<file path="src/rtl/fs_pkg.sv">
package fs_pkg;

    // Ranking key selection
    typedef enum logic [1:0] {
        KEY_OCC     = 2'd0,
        KEY_LOWCONF = 2'd1,
        KEY_ALLBR   = 2'd2,
        KEY_SPARE   = 2'd3
    } key_mode_e;

    // Power governor states
    typedef enum logic [0:0] {
        PW_RUN  = 1'b0,
        PW_HALT = 1'b1
    } pw_state_e;

endpackage

</file>
<file path="src/rtl/fs_key_gen.sv">
module fs_key_gen
    import fs_pkg::*;
#(
    parameter int NUM_CTX = 8,
    parameter int OCC_W   = 6,
    parameter int BR_W    = 4,
    localparam int KEY_W  = BR_W + OCC_W
) (
    input  logic [1:0]               key_mode,
    input  logic [NUM_CTX*OCC_W-1:0] occ_cnt,
    input  logic [NUM_CTX*BR_W-1:0]  lowconf_cnt,
    input  logic [NUM_CTX*BR_W-1:0]  branch_cnt,
    output logic [NUM_CTX*KEY_W-1:0] ctx_key
);

    key_mode_e mode_q;
    assign mode_q = key_mode_e'(key_mode);

    for (genvar c = 0; c < NUM_CTX; c++) begin : g_key
        logic [OCC_W-1:0] occ_c;
        logic [BR_W-1:0]  lc_c;
        logic [BR_W-1:0]  br_c;
        logic [KEY_W-1:0] key_c;

        assign occ_c = occ_cnt[c*OCC_W +: OCC_W];
        assign lc_c  = lowconf_cnt[c*BR_W +: BR_W];
        assign br_c  = branch_cnt[c*BR_W +: BR_W];

        // The primary key occupies the upper bits and occupancy the lower bits,
        // so a single unsigned compare implements the two-level ordering.
        always_comb begin
            unique case (mode_q)
                KEY_LOWCONF: key_c = {lc_c, occ_c};
                KEY_ALLBR:   key_c = {br_c, occ_c};
                KEY_OCC,
                KEY_SPARE:   key_c = {{BR_W{1'b0}}, occ_c};
                default:     key_c = {{BR_W{1'b0}}, occ_c};
            endcase
        end

        assign ctx_key[c*KEY_W +: KEY_W] = key_c;
    end

endmodule

</file>
<file path="src/rtl/fs_min_pick.sv">
module fs_min_pick #(
    parameter int NUM_CTX = 8,
    parameter int KEY_W   = 10,
    localparam int ID_W   = (NUM_CTX > 1) ? $clog2(NUM_CTX) : 1
) (
    input  logic [NUM_CTX-1:0]       cand,
    input  logic [NUM_CTX*KEY_W-1:0] ctx_key,
    output logic                     found,
    output logic [ID_W-1:0]          pick_id
);

    logic [KEY_W-1:0] best_key;

    // Ascending scan with a strict compare: on equal keys, the earlier
    // (lower-numbered) context is kept.
    always_comb begin
        found    = 1'b0;
        pick_id  = '0;
        best_key = '0;
        for (int i = 0; i < NUM_CTX; i++) begin
            if (cand[i] && (!found || (ctx_key[i*KEY_W +: KEY_W] < best_key))) begin
                found    = 1'b1;
                pick_id  = ID_W'(i);
                best_key = ctx_key[i*KEY_W +: KEY_W];
            end
        end
    end

endmodule

</file>
<file path="src/rtl/fs_power_fsm.sv">
module fs_power_fsm
    import fs_pkg::*;
#(
    parameter int PWR_W         = 12,
    parameter int SAMPLE_PERIOD = 5,
    parameter int LIMIT_PCT     = 110,
    localparam int PH_W         = (SAMPLE_PERIOD > 1) ? $clog2(SAMPLE_PERIOD) : 1,
    localparam int PROD_W       = PWR_W + 8
) (
    input  logic             clk,
    input  logic             rst_n,
    input  logic [PWR_W-1:0] pwr_est,
    input  logic [PWR_W-1:0] pwr_target,
    output logic             halt
);

    pw_state_e        state_q, state_d;
    logic [PH_W-1:0]  phase_q;
    logic             sample_now;
    logic             over_limit;
    logic [PROD_W-1:0] est_scaled;
    logic [PROD_W-1:0] tgt_scaled;

    assign sample_now = (phase_q == '0);
    assign est_scaled = PROD_W'(pwr_est) * PROD_W'(100);
    assign tgt_scaled = PROD_W'(pwr_target) * PROD_W'(LIMIT_PCT);
    assign over_limit = (est_scaled >= tgt_scaled);

    // Sample phase counter
    always_ff @(posedge clk or negedge rst_n) begin
        if (!rst_n) begin
            phase_q <= '0;
        end else if (phase_q == PH_W'(SAMPLE_PERIOD - 1)) begin
            phase_q <= '0;
        end else begin
            phase_q <= phase_q + 1'b1;
        end
    end

    // State register
    always_ff @(posedge clk or negedge rst_n) begin
        if (!rst_n) begin
            state_q <= PW_RUN;
        end else begin
            state_q <= state_d;
        end
    end

    // Next-state logic
    always_comb begin
        state_d = state_q;
        unique case (state_q)
            PW_RUN:  if (sample_now && over_limit)  state_d = PW_HALT;
            PW_HALT: if (sample_now && !over_limit) state_d = PW_RUN;
            default: state_d = PW_RUN;
        endcase
    end

    // Output logic
    always_comb begin
        unique case (state_q)
            PW_HALT: halt = 1'b1;
            PW_RUN:  halt = 1'b0;
            default: halt = 1'b0;
        endcase
    end

endmodule

</file>
<file path="src/rtl/fetch_sel.sv">
module fetch_sel
    import fs_pkg::*;
#(
    parameter int NUM_CTX       = 8,
    parameter int OCC_W         = 6,
    parameter int BR_W          = 4,
    parameter int PWR_W         = 12,
    parameter int FETCH_W       = 4,
    parameter int SAMPLE_PERIOD = 5,
    parameter int LIMIT_PCT     = 110,
    localparam int ID_W         = (NUM_CTX > 1) ? $clog2(NUM_CTX) : 1,
    localparam int WID_W        = $clog2(2 * FETCH_W + 1),
    localparam int KEY_W        = BR_W + OCC_W
) (
    input  logic                     clk,
    input  logic                     rst_n,
    input  logic [NUM_CTX-1:0]       ctx_active,
    input  logic [NUM_CTX-1:0]       ctx_miss,
    input  logic [NUM_CTX*OCC_W-1:0] occ_cnt,
    input  logic [NUM_CTX*BR_W-1:0]  lowconf_cnt,
    input  logic [NUM_CTX*BR_W-1:0]  branch_cnt,
    input  logic [1:0]               key_mode,
    input  logic [PWR_W-1:0]         pwr_est,
    input  logic [PWR_W-1:0]         pwr_target,
    output logic                     fetch_halt,
    output logic                     grant0_valid,
    output logic [ID_W-1:0]          grant0_id,
    output logic [WID_W-1:0]         grant0_width,
    output logic                     grant1_valid,
    output logic [ID_W-1:0]          grant1_id,
    output logic [WID_W-1:0]         grant1_width
);

    logic [NUM_CTX*KEY_W-1:0] ctx_key;
    logic [NUM_CTX-1:0]       elig;
    logic [NUM_CTX-1:0]       elig_rest;
    logic                     first_found, second_found;
    logic [ID_W-1:0]          first_id, second_id;
    logic                     halt_w;

    assign elig = ctx_active & ~ctx_miss;

    fs_key_gen #(
        .NUM_CTX (NUM_CTX),
        .OCC_W   (OCC_W),
        .BR_W    (BR_W)
    ) u_keys (
        .key_mode    (key_mode),
        .occ_cnt     (occ_cnt),
        .lowconf_cnt (lowconf_cnt),
        .branch_cnt  (branch_cnt),
        .ctx_key     (ctx_key)
    );

    fs_min_pick #(
        .NUM_CTX (NUM_CTX),
        .KEY_W   (KEY_W)
    ) u_pick_first (
        .cand    (elig),
        .ctx_key (ctx_key),
        .found   (first_found),
        .pick_id (first_id)
    );

    // Remove the first winner before picking the runner-up.
    always_comb begin
        elig_rest = elig;
        if (first_found) begin
            elig_rest[first_id] = 1'b0;
        end
    end

    fs_min_pick #(
        .NUM_CTX (NUM_CTX),
        .KEY_W   (KEY_W)
    ) u_pick_second (
        .cand    (elig_rest),
        .ctx_key (ctx_key),
        .found   (second_found),
        .pick_id (second_id)
    );

    fs_power_fsm #(
        .PWR_W         (PWR_W),
        .SAMPLE_PERIOD (SAMPLE_PERIOD),
        .LIMIT_PCT     (LIMIT_PCT)
    ) u_power (
        .clk        (clk),
        .rst_n      (rst_n),
        .pwr_est    (pwr_est),
        .pwr_target (pwr_target),
        .halt       (halt_w)
    );

    assign fetch_halt = halt_w;

    // Grant outputs: gated by the governor; a lone grant takes both width shares.
    always_comb begin
        grant0_valid = first_found && !halt_w;
        grant1_valid = second_found && !halt_w;
        grant0_id    = grant0_valid ? first_id : '0;
        grant1_id    = grant1_valid ? second_id : '0;
        if (!grant0_valid) begin
            grant0_width = '0;
        end else if (grant1_valid) begin
            grant0_width = WID_W'(FETCH_W);
        end else begin
            grant0_width = WID_W'(2 * FETCH_W);
        end
        grant1_width = grant1_valid ? WID_W'(FETCH_W) : '0;
    end

endmodule

</file>
<file path="config.mk">
export PLATFORM = sky130hd
export DESIGN_NAME = fetch_sel
export DESIGN_NICKNAME = d
export VERILOG_FILES = /design/src/rtl/fs_pkg.sv /design/src/rtl/fs_key_gen.sv /design/src/rtl/fs_min_pick.sv /design/src/rtl/fs_power_fsm.sv /design/src/rtl/fetch_sel.sv
export SDC_FILE = /design/constraint.sdc
export NUM_CORES = 1
export LEC_CHECK = 0
export BUFFER_PORTS_ARGS = -buffer_cell sky130_fd_sc_hd__clkbuf_2
export CORE_MARGIN = 5
export CORE_UTILIZATION = 55
export CTS_CLUSTER_SIZE = 16
export DETAILED_ROUTE_END_ITERATION = 16
export PLACE_DENSITY = 0.85
export REMOVE_ABC_BUFFERS = 1
export SYNTH_ARGS = -nofsm -noshare
export SYNTH_HDL_FRONTEND = slang
export SYNTH_SLANG_ARGS = --single-unit
</file>
<file path="constraint.sdc">
create_clock -name clk -period 40.7 [get_ports clk]
set_input_delay 4.07 -clock clk [delete_from_list [all_inputs] [get_ports clk]]
set_output_delay 4.07 -clock clk [all_outputs]
set_load 0.05 [all_outputs]
</file>
==> out/metrics.yaml <==
floorplanning:
  die_w_microns: 138
  rows: 46
  die_h_microns: 138
  core_area_sq_um: 15900
  start_util_pct: 56.3
  die_area_sq_um: 19000
  io_pins: 173
logic_synthesis:
  avgSynthCellArea_sq_um: 7.55
  synthSimpleGateAreaFrac_pct: 15.7
  yosysWarnings: 0
  seq_area_frac_synth_pct: 1.12
  yosys_register_bits: 4
  synth_edf_count: 0
  synthMuxAreaShare_pct: 4.28
  synth_flop_cell: "dfrtp_1"
  synth_top_family_by_area: "adder cells"
  synth.distinct_cells: 70
  synth_compound_area_share_pct: 28.7
  synth_area_sq_um: 8970
  synth_fa_ha_area_share_pct: 38.6
  ys_async_sr_fraction_pct: 100
  synthCells: 1189
  synth_xor_area_share_pct: 2.34
timing:
  timing.final.crit_period_ns: 38.78
  post-route-period-util_pct: 95.3
  slew_headroom_pct: 40.5
  fmax_mhz: 25.8
  final-hold-violation-count: 0
  finClkSkew_ns: 0.00307
  finalWorstSetupSlack_ns: 1.92
  slew_viol_final: 0
  tns_ns: 0
  tightestPinTransition_ns: 0.885
  setup_viol: 0
power:
  power.leakage_uw: 0.00552
  p_sw_share_pct: 54.8
  power_density_nw_per_um2: 33.3
  seqPwrFrac_pct: 1.7
  ir_worst_vdd_v: 0.0000317
  p_switching_uw: 187
  clockPowerShare_pct: 4.5
  combPwrFrac_pct: 93.8
  intPower_uw: 155
cts:
  cts_buffers: 3
  clkTransAtPathRegs_ns: 0.03
  root_buffer: "clkbuf_16"
  clock_sinks: 4
  postCtsHoldBufs: 0
  htree_levels: 1
  cts_tree: "built"
  clockBufferDepth: 2
  clkLatencyLatePin_ns: 0.23
worst_setup_path:
  r2r_slack_ns: 39.39
  crit_fanout: 27
  cp.arrival_ns: 34.71
  cp_top_family: "compound AO/OA/AOI/OAI gates"
  cp-start-kind: "primary input"
  rr_worst_depth: 6
  cp-end-kind: "output port"
  crit_cells: 152
  cp_num_buf_inv: 11
  slowest_stage: "or4b_1"
  path_class: "primary input to output port"
  required_ns: 36.63
  critPathMaxStageDelay_ns: 0.55
  cpMostUsedCell: "a21o_1"
route:
  antenna_left: 0
  drtPass1Iterations: 7
  postRouteWirelength_microns: 27400
  vias: 9353
  drt_iter0_markers: 613
  drc_errors: 0
  avgRoutedWirePerCell_microns: 17.6
  vias_per_cell: 5.99
global_route:
  grt-ovfl-total: 0
  use_met2_pct: 49.3
  grt_pass1_wl_microns: 43200
  track_usage_pct: 28.0
  grt.busiest_layer: "met2"
  grt_use_met3_pct: 3.40
  antenna_found_initial: 1
  first_global_vias: 9076
  grt_util_met1_pct: 35.9
  grt_max_degree: 28
final_layout:
  area_growth_pct: 14.4
  final_nets: 1759
  fin_area_sq_um: 10300
  n_fill_cell: 1417
  diodes: 0
  final_layout_size_suffix_gt1_share_pct: 18.6
hold_path:
  min_path_cells: 1
  hold_path_class: "flip-flop to flip-flop"
run:
  drv_cap: 0
place:
  dp_hpwl_microns: 24300
  port_buffers: 167
  routabilityCongestion: 1.01
  pre_cts_slack_ns: 0.107
  place_area_sq_um: 10100
status:
  outcome: "finished, final reports clean"
-- Yosys cell counts, types with 17 or more instances --
cell / count / area [sq um]
inv_1: 177 / 664
nand3_1: 18 / 90.1
nor2_1: 64 / 240
nand2b_1: 27 / 169
ha_1: 221 / 2770
clkbuf_1: 20 / 75.1
fa_1: 35 / 701
a21o_1: 60 / 450
o21ai_0: 84 / 420
mux2i_1: 17 / 170
nand4_1: 23 / 144
mux2_2: 19 / 214
a21oi_1: 86 / 430
and2_1: 18 / 113
nand2_1: 69 / 259
a22oi_1: 17 / 128
-- routing by layer --
layer  up-vias  wire [microns]
li1       4603               -
met4         2             793
met2       383           12900
met5         -               7
met3        66            2150
met1      4299           11600
-- power by group through the flow --
stage	clock network, uW	registers [uW]	logic [uW]
floorplan	0	6.59	234
detailed placement	0	5.96	315
global placement	0	5.89	304
CTS	15.5	5.91	317
finish	15.3	5.83	321
global route	15.9	5.93	362
-- final cells by class --
| cell class | instances | area [sq um] | share of cell area [%] |
|---|---|---|---|
| clock buffer | 3 | 75.1 | 0.731 |
| multi-input combinational | 979 | 8140 | 79.3 |
| tap | 216 | 270 | 2.63 |
| sequential | 4 | 100 | 0.975 |
| timing repair buffer | 182 | 1010 | 9.87 |
| inverter | 177 | 664 | 6.47 |
-- worst register-to-register path, delay by kind of cell (launching register included) --
family,cells,cell delay [ns]
DFF,1,0.39
and+or+nand+nor,2,0.27
AOI/OAI and AO/OA,2,0.27
adders and majority gates,1,0.19
buffers and inverters,1,0.06
-- kinds of logic (layout without fill, tap and decap cells) --
| kind of cell | after synthesis | after routing |
|---|---|---|
| XOR/XNOR | 24 | 24 |
| adder cells (fa/ha/maj) | 256 | 256 |
| flip-flops | 4 | 4 |
| buffers and inverters | 210 | 362 |
| AND/OR/NAND/NOR | 278 | 278 |
| multiplexers | 36 | 36 |
| AO/OA/AOI/OAI | 380 | 380 |
| other | 1 | 5 |
-- placed cells by master (no fill, tap or decap), types with 7 or more instances in the layout --
cell and n:
buf_4 12, inv_1 177, xor2_1 8, and2_1 18
o21bai_1 10, nor3_1 12, mux2_2 19, a211oi_1 7
nor2b_1 14, a21o_1 59, nor2_1 62, nand3_1 18
or2_2 7, o21a_1 15, ha_1 221, nand2_1 66
o31ai_1 7, o21ai_0 79, a22o_1 16, o211ai_1 10
a21oi_1 84, clkbuf_2 164, nand2b_1 27, nand4_1 23
a22oi_1 17, mux2i_1 16, o21ai_1 7, fa_1 35
a31oi_1 8, xnor2_1 16
-- what timing repair did --
item                                    in CTS  in global routing
endpoints found under the setup margin       0                  3
gates resized for setup                      0                 28
buffers inserted                             0                  5
-- worst paths after layout --
path,endpoint,start
min in group asynchronous,u_power.phase_q[2]$_DFF_PN0_,rst_n
setup reg to reg,flip-flop,u_power.phase_q[0]$_DFF_PN0_
max in group asynchronous,u_power.phase_q[1]$_DFF_PN0_,rst_n
hold / removal,u_power.phase_q[0]$_DFF_PN0_,u_power.phase_q[0]$_DFF_PN0_
setup / recovery,grant1_id[2],key_mode[1]
hold reg to reg,u_power.phase_q[0]$_DFF_PN0_,u_power.phase_q[0]$_DFF_PN0_
-- stage by stage --
stage	instances	util (%)	total power [uW]	hold slack (ns)
floorplan	1160	-	240	0.427
global placement	1553	63.1	310	0.441
detailed placement	1553	63.1	321	0.453
CTS	1556	63.6	338	0.478
global route	1561	64.4	384	0.501
finish	1561	64.4	342	0.469
Power figures use the tool's default switching activity.
